**src/rtl/ivt_pkg.sv**
```systemverilog
// Shared constants and types for the interval timer pair.
// Assumes a host that decodes offsets on a 4-bit select.
package ivt_pkg;

    // Register offsets; the neighbouring decoder relies on these positions
    localparam int OFS_T1_CLO = 4;
    localparam int OFS_T1_CHI = 5;
    localparam int OFS_T1_LLO = 6;
    localparam int OFS_T1_LHI = 7;
    localparam int OFS_T2_LO  = 8;
    localparam int OFS_T2_HI  = 9;

    // Timer 1 mode field (auxiliary control bits 7:6)
    typedef enum logic [1:0] {
        T1M_ONESHOT  = 2'b00,
        T1M_FREERUN  = 2'b01,
        T1M_PULSE_A  = 2'b10,
        T1M_PULSE_B  = 2'b11
    } t1_mode_e;

    // Decoded write strobes
    typedef struct packed {
        logic t1_lat_lo;   // offset 4 or 6
        logic t1_cnt_hi;   // offset 5
        logic t1_lat_hi;   // offset 7
        logic t2_lat_lo;   // offset 8
        logic t2_cnt_hi;   // offset 9
    } wr_strobe_t;

endpackage

```
**src/rtl/ivt_regdec.sv**
```systemverilog
// Offset decoder: turns the select and strobes into per-register write
// strobes and the flag-clear side effects of reads and writes.
// Assumes at most one offset is selected per cycle.
module ivt_regdec
    import ivt_pkg::*;
#(
    parameter int SEL_W = 4
) (
    input  logic             wr_en_i,
    input  logic             rd_en_i,
    input  logic [SEL_W-1:0] sel_i,
    output wr_strobe_t       wr_o,
    output logic             t1_clr_o,
    output logic             t2_clr_o
);

    // Per-offset hit terms
    logic hit_clo, hit_chi, hit_llo, hit_lhi, hit_t2lo, hit_t2hi;

    // Compare the select against each timer offset
    always_comb begin
        hit_clo  = (sel_i == SEL_W'(OFS_T1_CLO));
        hit_chi  = (sel_i == SEL_W'(OFS_T1_CHI));
        hit_llo  = (sel_i == SEL_W'(OFS_T1_LLO));
        hit_lhi  = (sel_i == SEL_W'(OFS_T1_LHI));
        hit_t2lo = (sel_i == SEL_W'(OFS_T2_LO));
        hit_t2hi = (sel_i == SEL_W'(OFS_T2_HI));
    end

    // Build write strobes; both timer 1 low offsets hit the latch low byte
    always_comb begin
        wr_o.t1_lat_lo = wr_en_i && (hit_clo || hit_llo);
        wr_o.t1_cnt_hi = wr_en_i && hit_chi;
        wr_o.t1_lat_hi = wr_en_i && hit_lhi;
        wr_o.t2_lat_lo = wr_en_i && hit_t2lo;
        wr_o.t2_cnt_hi = wr_en_i && hit_t2hi;
    end

    // Flag-clear side effects
    always_comb begin
        t1_clr_o = (wr_en_i && (hit_chi || hit_lhi)) || (rd_en_i && hit_clo);
        t2_clr_o = rd_en_i && hit_t2lo;
    end

endmodule

```
**src/rtl/ivt_reload_timer.sv**
```systemverilog
// Timer 1: down counter with a reload latch. It steps from 0 to all-ones,
// then reloads on the next tick, so a period is latch + 2 ticks. The set
// pulse is registered and appears in the cycle after the tick that makes
// the counter zero, in free-running mode only.
// Assumes at most one write strobe per cycle; a load takes priority over
// a tick.
module ivt_reload_timer
    import ivt_pkg::*;
#(
    parameter int CNT_W = 16
) (
    input  logic             clk,
    input  logic             rst_n,
    input  logic             tick_i,
    input  logic             wr_lat_lo_i,
    input  logic             wr_lat_hi_i,
    input  logic             wr_cnt_hi_i,
    input  logic [CNT_W/2-1:0] data_i,
    input  logic [1:0]       mode_i,
    output logic [CNT_W-1:0] cnt_o,
    output logic [CNT_W-1:0] latch_o,
    output logic             set_o
);

    localparam int BYTE_W = CNT_W / 2;
    localparam logic [CNT_W-1:0] ONES = '1;
    localparam logic [CNT_W-1:0] ZERO = '0;
    localparam logic [CNT_W-1:0] ONE  = CNT_W'(1);

    logic [CNT_W-1:0] cnt_q, latch_q;
    logic             wrap_q;   // counter has just passed below zero
    logic             set_q;
    logic             freerun;

    // Decode the mode field
    always_comb freerun = (mode_i == T1M_FREERUN);

    // Latch byte updates
    always_ff @(posedge clk) begin
        if (!rst_n) begin
            latch_q <= ONES;
        end else begin
            if (wr_lat_lo_i)
                latch_q[BYTE_W-1:0] <= data_i;
            if (wr_lat_hi_i || wr_cnt_hi_i)
                latch_q[CNT_W-1:BYTE_W] <= data_i;
        end
    end

    // Counter, wrap marker and set pulse
    always_ff @(posedge clk) begin
        if (!rst_n) begin
            cnt_q  <= ONES;
            wrap_q <= 1'b0;
            set_q  <= 1'b0;
        end else begin
            set_q <= 1'b0;
            if (wr_cnt_hi_i) begin
                cnt_q  <= {data_i, latch_q[BYTE_W-1:0]};
                wrap_q <= 1'b0;
            end else if (tick_i) begin
                if (wrap_q) begin
                    cnt_q  <= latch_q;
                    wrap_q <= 1'b0;
                    set_q  <= freerun && (latch_q == ZERO);
                end else begin
                    cnt_q  <= cnt_q - ONE;
                    wrap_q <= (cnt_q == ZERO);
                    set_q  <= freerun && (cnt_q == ONE);
                end
            end
        end
    end

    assign cnt_o   = cnt_q;
    assign latch_o = latch_q;
    assign set_o   = set_q;

    AST_T1_UNDERFLOW: assert property (@(posedge clk) disable iff (!rst_n)
        (tick_i && !wr_cnt_hi_i && !wrap_q && cnt_q == ZERO) |=> (cnt_q == ONES));
    AST_T1_RELOAD: assert property (@(posedge clk) disable iff (!rst_n)
        (tick_i && !wr_cnt_hi_i && wrap_q) |=> (cnt_q == $past(latch_q)));
    AST_T1_HOLD: assert property (@(posedge clk) disable iff (!rst_n)
        (!tick_i && !wr_cnt_hi_i) |=> $stable(cnt_q));
    AST_T1_SET_AT_ZERO: assert property (@(posedge clk) disable iff (!rst_n)
        set_o |-> (cnt_q == ZERO && $past(mode_i) == T1M_FREERUN));
    AST_T1_LOAD: assert property (@(posedge clk) disable iff (!rst_n)
        wr_cnt_hi_i |=> (cnt_q == {$past(data_i), $past(latch_q[BYTE_W-1:0])}));
    AST_T1_LHI_NO_LOAD: assert property (@(posedge clk) disable iff (!rst_n)
        (wr_lat_hi_i && !tick_i) |=> $stable(cnt_q));

endmodule

```
**src/rtl/ivt_oneshot_timer.sv**
```systemverilog
// Timer 2: down counter loaded from {high byte written, low latch}. It
// wraps freely and gives a single registered set pulse the first time it
// reaches zero after a load.
// Assumes at most one write strobe per cycle; a load takes priority over
// a tick.
module ivt_oneshot_timer #(
    parameter int CNT_W = 16
) (
    input  logic               clk,
    input  logic               rst_n,
    input  logic               tick_i,
    input  logic               wr_lat_lo_i,
    input  logic               wr_cnt_hi_i,
    input  logic [CNT_W/2-1:0] data_i,
    output logic [CNT_W-1:0]   cnt_o,
    output logic               set_o
);

    localparam int BYTE_W = CNT_W / 2;
    localparam logic [CNT_W-1:0] ONES = '1;
    localparam logic [CNT_W-1:0] ZERO = '0;
    localparam logic [CNT_W-1:0] ONE  = CNT_W'(1);

    logic [BYTE_W-1:0] latch_q;
    logic [CNT_W-1:0]  cnt_q;
    logic              armed_q;
    logic              set_q;

    // Low latch byte
    always_ff @(posedge clk) begin
        if (!rst_n)
            latch_q <= '0;
        else if (wr_lat_lo_i)
            latch_q <= data_i;
    end

    // Counter, arm bit and one-shot set pulse
    always_ff @(posedge clk) begin
        if (!rst_n) begin
            cnt_q   <= ONES;
            armed_q <= 1'b0;
            set_q   <= 1'b0;
        end else begin
            set_q <= 1'b0;
            if (wr_cnt_hi_i) begin
                cnt_q   <= {data_i, latch_q};
                armed_q <= 1'b1;
            end else if (tick_i) begin
                cnt_q <= cnt_q - ONE;
                if (armed_q && cnt_q == ONE) begin
                    set_q   <= 1'b1;
                    armed_q <= 1'b0;
                end
            end
        end
    end

    assign cnt_o = cnt_q;
    assign set_o = set_q;

    AST_T2_SET_AT_ZERO: assert property (@(posedge clk) disable iff (!rst_n)
        set_o |-> (cnt_q == ZERO));
    AST_T2_LOAD: assert property (@(posedge clk) disable iff (!rst_n)
        wr_cnt_hi_i |=> (cnt_q == {$past(data_i), $past(latch_q)}));
    AST_T2_LATCH_KEEP: assert property (@(posedge clk) disable iff (!rst_n)
        !wr_lat_lo_i |=> $stable(latch_q));
    AST_T2_WRAP: assert property (@(posedge clk) disable iff (!rst_n)
        (tick_i && !wr_cnt_hi_i && cnt_q == ZERO) |=> (cnt_q == ONES));

endmodule

```
**src/rtl/ivt_rdmux.sv**
```systemverilog
// Read multiplexer: picks the byte for the selected offset, with no wait
// state. Unmapped offsets read as zero.
// Assumes both counters share one width.
module ivt_rdmux
    import ivt_pkg::*;
#(
    parameter int CNT_W = 16,
    parameter int SEL_W = 4
) (
    input  logic [SEL_W-1:0]   sel_i,
    input  logic [CNT_W-1:0]   t1_cnt_i,
    input  logic [CNT_W-1:0]   t1_lat_i,
    input  logic [CNT_W-1:0]   t2_cnt_i,
    output logic [CNT_W/2-1:0] data_o
);

    localparam int BYTE_W = CNT_W / 2;

    // Byte selection by offset
    always_comb begin
        data_o = '0;
        if      (sel_i == SEL_W'(OFS_T1_CLO)) data_o = t1_cnt_i[BYTE_W-1:0];
        else if (sel_i == SEL_W'(OFS_T1_CHI)) data_o = t1_cnt_i[CNT_W-1:BYTE_W];
        else if (sel_i == SEL_W'(OFS_T1_LLO)) data_o = t1_lat_i[BYTE_W-1:0];
        else if (sel_i == SEL_W'(OFS_T1_LHI)) data_o = t1_lat_i[CNT_W-1:BYTE_W];
        else if (sel_i == SEL_W'(OFS_T2_LO))  data_o = t2_cnt_i[BYTE_W-1:0];
        else if (sel_i == SEL_W'(OFS_T2_HI))  data_o = t2_cnt_i[CNT_W-1:BYTE_W];
    end

endmodule

```
**src/rtl/ivt_pair.sv**
```systemverilog
// Top of the interval timer pair: decoder, two timers and read mux.
// Set and clear pulses go to an external flag register. Both pulses for
// one flag may be high in the same cycle; the flag register decides the
// priority.
// Assumes tick_en is a one-cycle prescaled enable.
module ivt_pair
    import ivt_pkg::*;
#(
    parameter int CNT_W = 16,
    parameter int SEL_W = 4
) (
    input  logic               clk,
    input  logic               rst_n,
    input  logic               tick_en,
    input  logic [SEL_W-1:0]   reg_sel,
    input  logic               wr_en,
    input  logic               rd_en,
    input  logic [CNT_W/2-1:0] wr_data,
    input  logic [1:0]         t1_mode,
    output logic [CNT_W/2-1:0] rd_data,
    output logic               t1_irq_set,
    output logic               t1_irq_clr,
    output logic               t2_irq_set,
    output logic               t2_irq_clr
);

    wr_strobe_t       wr_s;
    logic [CNT_W-1:0] t1_cnt, t1_lat, t2_cnt;

    // Offset decode and side-effect clears
    ivt_regdec #(.SEL_W(SEL_W)) u_dec (
        .wr_en_i (wr_en),
        .rd_en_i (rd_en),
        .sel_i   (reg_sel),
        .wr_o    (wr_s),
        .t1_clr_o(t1_irq_clr),
        .t2_clr_o(t2_irq_clr)
    );

    // Timer 1
    ivt_reload_timer #(.CNT_W(CNT_W)) u_t1 (
        .clk        (clk),
        .rst_n      (rst_n),
        .tick_i     (tick_en),
        .wr_lat_lo_i(wr_s.t1_lat_lo),
        .wr_lat_hi_i(wr_s.t1_lat_hi),
        .wr_cnt_hi_i(wr_s.t1_cnt_hi),
        .data_i     (wr_data),
        .mode_i     (t1_mode),
        .cnt_o      (t1_cnt),
        .latch_o    (t1_lat),
        .set_o      (t1_irq_set)
    );

    // Timer 2
    ivt_oneshot_timer #(.CNT_W(CNT_W)) u_t2 (
        .clk        (clk),
        .rst_n      (rst_n),
        .tick_i     (tick_en),
        .wr_lat_lo_i(wr_s.t2_lat_lo),
        .wr_cnt_hi_i(wr_s.t2_cnt_hi),
        .data_i     (wr_data),
        .cnt_o      (t2_cnt),
        .set_o      (t2_irq_set)
    );

    // Read data
    ivt_rdmux #(.CNT_W(CNT_W), .SEL_W(SEL_W)) u_rd (
        .sel_i   (reg_sel),
        .t1_cnt_i(t1_cnt),
        .t1_lat_i(t1_lat),
        .t2_cnt_i(t2_cnt),
        .data_o  (rd_data)
    );

    AST_CLR_NEEDS_STROBE: assert property (@(posedge clk) disable iff (!rst_n)
        (t1_irq_clr || t2_irq_clr) |-> (wr_en || rd_en));

endmodule

```
**config.mk**
```make
export PLATFORM = sky130hd
export DESIGN_NAME = ivt_pair
export DESIGN_NICKNAME = d
export VERILOG_FILES = /design/src/rtl/ivt_pkg.sv /design/src/rtl/ivt_regdec.sv /design/src/rtl/ivt_reload_timer.sv /design/src/rtl/ivt_oneshot_timer.sv /design/src/rtl/ivt_rdmux.sv /design/src/rtl/ivt_pair.sv
export SDC_FILE = /design/constraint.sdc
export NUM_CORES = 1
export LEC_CHECK = 0
export BUFFER_PORTS_ARGS = -buffer_cell sky130_fd_sc_hd__clkbuf_2
export CAP_MARGIN = 25
export CELL_PAD_IN_SITES_DETAIL_PLACEMENT = 0
export CELL_PAD_IN_SITES_GLOBAL_PLACEMENT = 1
export CORE_UTILIZATION = 44
export CTS_CLUSTER_SIZE = 40
export DETAILED_ROUTE_END_ITERATION = 10
export HOLD_SLACK_MARGIN = 0.1
export PLACE_DENSITY_LB_ADDON = 0.25
export SLEW_MARGIN = 20
export SYNTH_ARGS = -nofsm -noshare
export SYNTH_HDL_FRONTEND = slang
export SYNTH_SLANG_ARGS = --single-unit
```
**constraint.sdc**
```tcl
create_clock -name clk -period 2.1 [get_ports clk]
set_input_delay 0.315 -clock clk [delete_from_list [all_inputs] [get_ports clk]]
set_output_delay 0.315 -clock clk [all_outputs]
set_load 0.05 [all_outputs]
```
==> impl_metrics.py <==
metrics = {
    "run_status": {
        "outcome": "finished clean",
    },
    "critical_path": {
        "crit_arrival_ps": 1720,
        "crit_type": "in2out",
        "endpoint_kind": "output pin",
        "start_kind": "primary input",
        "path_max_fanout": 10,
        "worstPathRequired_ps": 1780,
    },
    "sta": {
        "max_freq_mhz": 490,
        "min_period_over_period_pct": 97.1,
        "whs_ps": 169,
        "setup_viol": 0,
        "finClkSkew_ps": 6.41,
        "grt_setup_unrepaired": "no",
        "setup_ws_ps": 60.7,
        "maxSlewHeadroom_pct": 60.3,
        "timing.final.max_slew_violations": 0,
        "hold_viol": 0,
        "fin_setup_tns_ps": 0,
        "post-route-min-period_ps": 2040,
        "worstMarginPinSlew_ps": 594,
    },
    "clock_tree": {
        "htree_levels": 3,
        "clk_latency_ps": 340,
        "cts_root_buf": "clkbuf_8",
        "cts.path.max_buffers": 2,
        "ctsHoldBuffers": 0,
        "clk_pin_slew_worst_paths_ps": 70,
        "clkSinkCount": 60,
        "cts_buffers": 9,
        "tritoncts": "yes",
    },
    "power_and_ir_drop": {
        "leakage_uw": 0.00163,
        "p_per_area_nw_per_um2": 619,
        "ir_drop_v": 0.000397,
        "power.total_uw": 2540,
    },
    "synth": {
        "synth_nets": 487,
        "synth.area.top_cells": "dfxtp_1, nand2_1, nor2_1",
        "synth_commonest_cells": "nand2_1, dfxtp_1, nor2_1",
        "syn_inst": 464,
        "synth_top_cell_area_share_pct": 34.7,
        "synth_edf_count": 0,
        "synth-seq-cells": 60,
        "postSynthAreaPerCell_um2": 7.46,
        "async_reset_ff_share_pct": 0,
        "yosysUniqueCellTypes": 53,
        "ys.flop_type": "dfxtp_1",
        "post-synth-top-area-cell": "dfxtp_1",
        "synth-seq-area-share_pct": 34.7,
        "yosysMostFrequentCell": "nand2_1",
        "netlist_area_um2": 3460,
        "yosysWarnings": 0,
    },
    "detailed_routing": {
        "avgViaCountPerCell": 6.20,
        "met1Wirelength_um": 5270,
        "drt_iter0_markers": 465,
        "route.detailed.drc": 0,
        "vias": 3798,
        "wirelength_um": 11900,
        "drtPass1Iterations": 5,
        "drt-wirelength-per-cell_um": 19.4,
        "wl_met3_um": 1370,
        "antenna_left": 0,
        "top_layer": "met4",
        "wl_met2_um": 5030,
    },
    "finish": {
        "nets": 532,
        "antennaDiodeCount": 0,
        "area_growth_pct": 18.5,
        "drive_gt1_share_pct": 17.3,
    },
    "floorplan": {
        "die_h_um": 90.7,
        "initial_utilization_pct": 46.7,
        "rows": 31,
        "fp.dieW_um": 90.7,
        "die_area_um2": 8220,
        "ios": 31,
        "coreArea_um2": 7410,
    },
    "grt": {
        "grt_overflow": 0,
        "antenna_found_initial": 0,
        "first_global_vias": 3503,
        "grtUsageTotal_pct": 29.8,
        "grt_max_degree": 34,
        "grt_pass1_wl_um": 19000,
    },
    "min_path": {
        "hp-class": "in2reg",
    },
    "placement": {
        "dp_slack_ps": 10.3,
        "place.gp.congestion": 0.969,
        "port_buffers": 30,
        "hpwl_um": 8830,
    },
    "flow_run": {
        "drv_cap": 0,
    },
}
stage by stage:
stage | instance area [um^2] | util, % | cells
after global placement | 3930 | 53.0 | 597
after CTS | 4090 | 55.2 | 613
final | 4100 | 55.4 | 613
after global routing | 4100 | 55.4 | 613
after detailed placement | 3930 | 53.0 | 597
after floorplan | 3470 | - | 464
flip-flops by register name, summed over array words and instances (netlist names):
| name | count |
|---|---|
| u_t1.set_o | 1 |
| u_t2.armed_q | 1 |
| u_t1.cnt_o | 16 |
| u_t2.cnt_o | 16 |
| u_t2.latch_q | 8 |
| u_t1.latch_o | 16 |
| u_t1.wrap_q | 1 |
| u_t2.set_o | 1 |
cell type report:
class | count | area (um^2)
Clock buffer | 14 | 153
Clock inverter | 2 | 10.0
Fill cell | 723 | 3310
Inverter | 8 | 30.0
Multi-Input combinational cell | 366 | 2140
Sequential cell | 60 | 1200
Tap cell | 99 | 124
Timing Repair Buffer | 64 | 448
per-layer routing:
| layer | vias to the layer above | track usage (%) |
|---|---|---|
| met4 | 0 | 9.14 |
| met1 | 1769 | 42.6 |
| li1 | 1778 | - |
| met5 | - | 0 |
| met2 | 229 | 43.7 |
| met3 | 22 | 7.24 |
worst max-delay path: stages:
cell	delay [ps]
clkbuf_2	160
buf_4	210
nor3_1	400
buf_4	230
nand2_1	70
nand2_1	70
clkbuf_2	270
logic make-up after synthesis:
kind of cell / after synthesis / synth area share (%)
compound gates: 110 / 22.0
flops: 60 / 34.7
buf+inv: 38 / 4.19
xor+xnor: 12 / 3.04
fa+ha+maj: 4 / 1.45
mux: 9 / 2.60
simple gates: 231 / 32.0
repair_timing:
item,4_1_cts,5_1_grt
setup buffers,0,0
gates resized for setup,0,2
endpoints found under the setup margin,0,9
cell usage in the layout (no fill, tap or decap), types with 3 or more instances in the layout:
master    instances
nor3b_1           3
nor4_1            7
nor2_1           51
nor3_1           12
dfxtp_1          60
mux2i_1           9
xor2_1            3
or4_1             3
and3_1            3
o211ai_1         25
a221o_1          14
clkbuf_2         28
a21oi_1          22
nand2_1          91
buf_12            3
nand3_1          29
xnor2_1           9
inv_1             8
a31oi_1           3
ha_1              4
clkbuf_8         10
o21ai_0          24
nand4_1           7
nand2b_1          4
clkbuf_1          4
buf_4            33
final timing paths:
| path | start | to | slack, ps | depth (start not counted) |
|---|---|---|---|---|
| hold / removal | t1_mode[1] | u_t1.set_o | 170 | 2 |
| hold reg to reg | u_t2.armed_q | u_t2.armed_q | 480 | 2 |
| setup / recovery | reg_sel[1] | rd_data[3] | 60 | 7 |
| setup reg to reg | u_t1.cnt_o[10] | u_t1.set_o | 130 | 5 |
power breakdown:
part	switching, uW	total [uW]	internal, uW
clock network	460	920	459
registers	50.3	1220	1170
logic	261	398	137
No activity file was read; power rests on OpenSTA's default activity.
